`src/rtl/mux_bus_regif.sv`:
```
module mux_bus_regif #(
  parameter int DW        = 8,
  parameter int DEPTH     = 64,
  parameter int LIVE_N    = 8,
  parameter int WIN_BASE  = 8,
  parameter int CMD_ADDR  = 0,
  parameter int LOCK_ADDR = 1,
  parameter int LOCK_BIT  = 0
) (
  input  logic                 clk,
  input  logic                 rst_n,
  input  logic                 sel_data,
  input  logic                 rd_stb,
  input  logic                 wr_stb,
  input  logic [DW-1:0]        bus_in,
  output logic [DW-1:0]        bus_out,
  input  logic                 upd_en,
  input  logic [$clog2(LIVE_N)-1:0] upd_idx,
  input  logic [DW-1:0]        upd_val,
  output logic [LIVE_N*DW-1:0] live_q
);
  localparam int AW = $clog2(DEPTH);
  localparam int IW = $clog2(LIVE_N);

  logic [DW-1:0] ram  [DEPTH];
  logic [DW-1:0] live [LIVE_N];
  logic [AW-1:0] addr_q;
  logic          pend_v;
  logic [IW-1:0] pend_idx;
  logic [DW-1:0] pend_val;

  wire is_cmd    = addr_q == AW'(CMD_ADDR);
  wire cmd_rd    = rd_stb & sel_data & is_cmd;
  wire cmd_wr    = wr_stb & sel_data & is_cmd;
  wire cmd_any   = cmd_rd | cmd_wr;
  wire locked    = ram[LOCK_ADDR][LOCK_BIT];
  wire load_live = cmd_wr & ~locked;

  assign bus_out = !sel_data ? {{(DW-AW){1'b0}}, addr_q}
                 : (is_cmd ? '0 : ram[addr_q]);

  genvar g;
  generate
    for (g = 0; g < LIVE_N; g++) begin : g_pack
      assign live_q[g*DW +: DW] = live[g];
    end
  endgenerate

  always_ff @(posedge clk) begin
    if (!rst_n) addr_q <= '0;
    else if (wr_stb && !sel_data) addr_q <= bus_in[AW-1:0];
  end

  always_ff @(posedge clk) begin
    if (!rst_n) begin
      for (int i = 0; i < DEPTH; i++) ram[i] <= '0;
    end else begin
      if (wr_stb && sel_data && !is_cmd) ram[addr_q] <= bus_in;
      if (cmd_rd)
        for (int j = 0; j < LIVE_N; j++) ram[WIN_BASE+j] <= live[j];
    end
  end

  always_ff @(posedge clk) begin
    if (!rst_n) begin
      for (int j = 0; j < LIVE_N; j++) live[j] <= '0;
      pend_v   <= 1'b0;
      pend_idx <= '0;
      pend_val <= '0;
    end else if (cmd_any) begin
      if (load_live)
        for (int j = 0; j < LIVE_N; j++) live[j] <= ram[WIN_BASE+j];
      if (upd_en) begin
        pend_v   <= 1'b1;
        pend_idx <= upd_idx;
        pend_val <= upd_val;
      end
    end else begin
      if (pend_v) live[pend_idx] <= pend_val;
      pend_v <= 1'b0;
      if (upd_en) live[upd_idx] <= upd_val;
    end
  end

  assert_addr_load_R1: assert property (@(posedge clk) disable iff (!rst_n)
    (wr_stb && !sel_data) |=> addr_q == $past(bus_in[AW-1:0]));
  assert_addr_hold_R2: assert property (@(posedge clk) disable iff (!rst_n)
    !(wr_stb && !sel_data) |=> $stable(addr_q));
  assert_copy_out_R5: assert property (@(posedge clk) disable iff (!rst_n)
    cmd_rd |=> ram[WIN_BASE] == $past(live[0]));
  assert_copy_in_R6: assert property (@(posedge clk) disable iff (!rst_n)
    load_live |=> live[LIVE_N-1] == $past(ram[WIN_BASE+LIVE_N-1]));
  assert_locked_R7: assert property (@(posedge clk) disable iff (!rst_n)
    (cmd_wr && locked) |=> $stable(live_q));
  assert_defer_R8: assert property (@(posedge clk) disable iff (!rst_n)
    (cmd_any && upd_en) |=> pend_v);
endmodule

```
`config.mk`:
```
export PLATFORM = sky130hd
export DESIGN_NAME = mux_bus_regif
export DESIGN_NICKNAME = d
export VERILOG_FILES = /design/src/rtl/mux_bus_regif.sv
export SDC_FILE = /design/constraint.sdc
export NUM_CORES = 1
export LEC_CHECK = 0
export BUFFER_PORTS_ARGS = -buffer_cell sky130_fd_sc_hd__buf_4
export CAP_MARGIN = 20
export CELL_PAD_IN_SITES_DETAIL_PLACEMENT = 1
export CELL_PAD_IN_SITES_GLOBAL_PLACEMENT = 2
export CORE_MARGIN = 3
export CORE_UTILIZATION = 48
export DETAILED_ROUTE_END_ITERATION = 6
export PLACE_DENSITY_LB_ADDON = 0.1
export SYNTH_ARGS = -nofsm -noshare
export SYNTH_HDL_FRONTEND = slang
export SYNTH_SLANG_ARGS = --single-unit
```
`constraint.sdc`:
```
create_clock -name clk -period 5.8 [get_ports clk]
set_input_delay 0.87 -clock clk [delete_from_list [all_inputs] [get_ports clk]]
set_output_delay 0.87 -clock clk [all_outputs]
set_load 0.005 [all_outputs]
```
==> run summary <==
design area -> 32100 um2
flops & latches, synth -> 600
Async SR Flop Fraction -> 0
dpl cells -> 2758
H-tree levels -> 3
P_leak -> 11.9 nW
fmax -> 215 MHz
Iteration-0 DRC Markers -> 2126
post-synthesis mux area share -> 0.119
critical path class -> reg -> out
Total Wirelength -> 92.1 mm
CTS root buf -> clkbuf_16
maxcap violations -> 0
clk_lat worst skew -> 0.61 ns
crit start category -> flip-flop
Synth Area in Adders -> 0
row cnt -> 88
TritonRoute pass-1 iters -> 5
Primary FF master, synth -> edfxtp_1
leading cell types in the layout, fill and taps excluded -> edfxtp_1 (576), and2_1 (441), buf_4 (154)
GRT overflow -> 0
# setup viols final -> 0
vias in the first global route -> 19011
Worst-Margin Slew -> 1.11 ns
largest family of logic cells by synthesized area -> simple AND/OR/NAND/NOR gates
Final Skew -> 0.0307 ns
post-synthesis cell count -> 2004
synthesized cell area -> 28500 um2
Layout area overhead -> 12.6%
clock transition at the registers of the reported paths -> 0.05 ns
CTS Buf Count -> 68
RSZ-0062 raised after global routing -> no
period utilisation layout -> 0.803
CORE AREA -> 58200 um2
non-filler instance count after layout -> 2904
post-CTS resize count -> 0
FF/Latch Area -> 17800 um2
crit path max fanout -> 50
first-pass GRT wire length -> 133 mm
placed wire-length estimate -> 60.5 mm
DRC -> 0
xor/xnor share of the synthesized area -> 0
PortBufs -> 96
starting density of the core -> 0.490
Worst Hold Class -> in -> reg
per-cell routed wire length -> 31.7 um
top cells by area, synth -> edfxtp_1 (61%), and2_1 (9.7%), mux4_2 (6.6%)
clock sink count -> 600
die area -> 62400 um2
Power Dens Cells -> 312 nW/um2
initial antenna violation count -> 10
post-CTS setup buffer count -> 0
number of synthesized flops with an enable pin -> 576
via count -> 18558
Filler cells -> 5531
worst endpoint required time -> 4.93 ns
area occupied by multi-input gates -> 9830 um2
Hold Buf Count CTS -> 0
antenna-violating nets left -> 0
setup TNS -> 0 ns
average cell area after synthesis -> 14.2 um2
Final min period -> 4.66 ns
share of cells above drive strength 1 -> 0.177
DR vias/cell -> 6.39
Compound-Gate Fraction of Synth Area -> 0.0735
Worst setup EP type -> primary output
Yosys cell types -> 63
CTS Buffer Depth -> 3
Die Wd -> 250 um
Slew Viols, Final -> 0
IO Pins -> 97
status -> finished clean
Synth warnings -> 0
Fin. Hold Viols -> 0
Synth top area share -> 0.607
Post-layout nets -> 2114
commonest non-fill, non-tap cell in the layout -> edfxtp_1
Tot GR Track Use -> 0.294
peak supply drop -> 0.287 mV
Rel. slew slack -> 0.251
Crit path arrival time -> 3.79 ns
clock tree from TritonCTS -> yes
Power Total -> 10.0 mW
Die Y -> 250 um
GPL Wtd Cong -> 0.843
Synth area leader -> edfxtp_1
Simple-Gate Fraction of Synth Area -> 0.151
sequential element share of the synthesized area -> 0.623
placed cell areas -> 29800 um2
largest net degree at the start of global routing -> 65
[layer usage]
| metal | GRT usage | wire [um] | vias to the layer above | share of wire |
|---|---|---|---|---|
| met1 | 0.404 | 37900 | 9751 | 0.41 |
| li1 | - | - | 7782 | - |
| met3 | 0.0650 | 7260 | 179 | 0.079 |
| met2 | 0.470 | 44200 | 838 | 0.48 |
| met5 | 0 | 50 | - | 0.00054 |
| met4 | 0.0890 | 2730 | 8 | 0.030 |
[stage by stage]
| step | setup WS (ns) | util | hold WS (ns) |
|---|---|---|---|
| final | 1.14 | 0.551 | 0.546 |
| after global routing | 0.976 | 0.551 | 0.556 |
| after CTS | 1.18 | 0.549 | 0.525 |
| after detailed placement | 1.81 | 0.512 | 0.544 |
| after global placement | 1.83 | 0.511 | 0.524 |
| after floorplan | 2.73 | - | 0.503 |
[worst max-delay path, cell delays in order (launching register included)]
cell and delay, ns:
dfxtp_4 0.88, buf_4 0.53, mux4_2 0.55, mux2i_1 0.26
nand2_1 0.11, o211ai_1 0.23, o221ai_1 0.34, buf_4 0.24
[cells in the mapped netlist, types with 6 or more instances]
library cell	instances
nand3b_1	11
nor3_1	10
edfxtp_1	576
mux4_2	84
nor2_1	130
mux2i_1	39
nand3_1	49
a22oi_1	21
buf_1	12
a31oi_1	25
inv_1	8
mux2_2	6
o22ai_1	13
a211oi_1	6
a21o_1	22
a22o_1	86
clkbuf_1	104
buf_2	27
nand4_1	9
buf_4	16
o2111ai_1	6
nor2b_1	17
buf_6	8
dfxtp_1	24
and2_1	441
nand2_1	49
or3_1	8
a221oi_1	12
mux4_1	40
o21ai_0	68
a21oi_1	9
[path summary, 6_finish.rpt]
kind / startpoint / endpoint / slack (ns) / depth (start not counted)
setup / recovery: flip-flop / bus_out[3] / 1.14 / 7
setup reg to reg: addr_q[5] / ram[48][5] / 2.64 / 6
hold / removal: upd_idx[2] / pend_idx[2] / 0.55 / 3
hold reg to reg: pend_idx[1] / pend_idx[1] / 0.56 / 2
[registers in the layout, summed over array words and instances (netlist names), named ones only]
register,flops
ram,512
pend_val,8
live,64
pend_idx,3
pend_v,1
addr_q,6
[layout make-up]
| class | instances | share of cell area |
|---|---|---|
| Antenna cell | 3 | 0.000234 |
| Clock buffer | 92 | 0.0581 |
| Clock inverter | 25 | 0.00779 |
| Inverter | 8 | 0.000935 |
| Multi-Input combinational cell | 1226 | 0.306 |
| Sequential cell | 600 | 0.554 |
| Tap cell | 765 | 0.0298 |
| Timing Repair Buffer | 185 | 0.0431 |
[power by group]
| part | leakage [nW] | internal [mW] | switching [mW] |
|---|---|---|---|
| registers | 6.16 | 4.93 | 0.147 |
| logic | 4.68 | 0.275 | 0.476 |
| clock network | 1.02 | 2.47 | 1.73 |
[cell families after synthesis]
family | Yosys count
muxes | 169
buffers and inverters | 185
other | 1
and+or+nand+nor | 759
DFF | 600
AOI/OAI and AO/OA | 290
No activity file was read; power rests on OpenSTA's default activity.
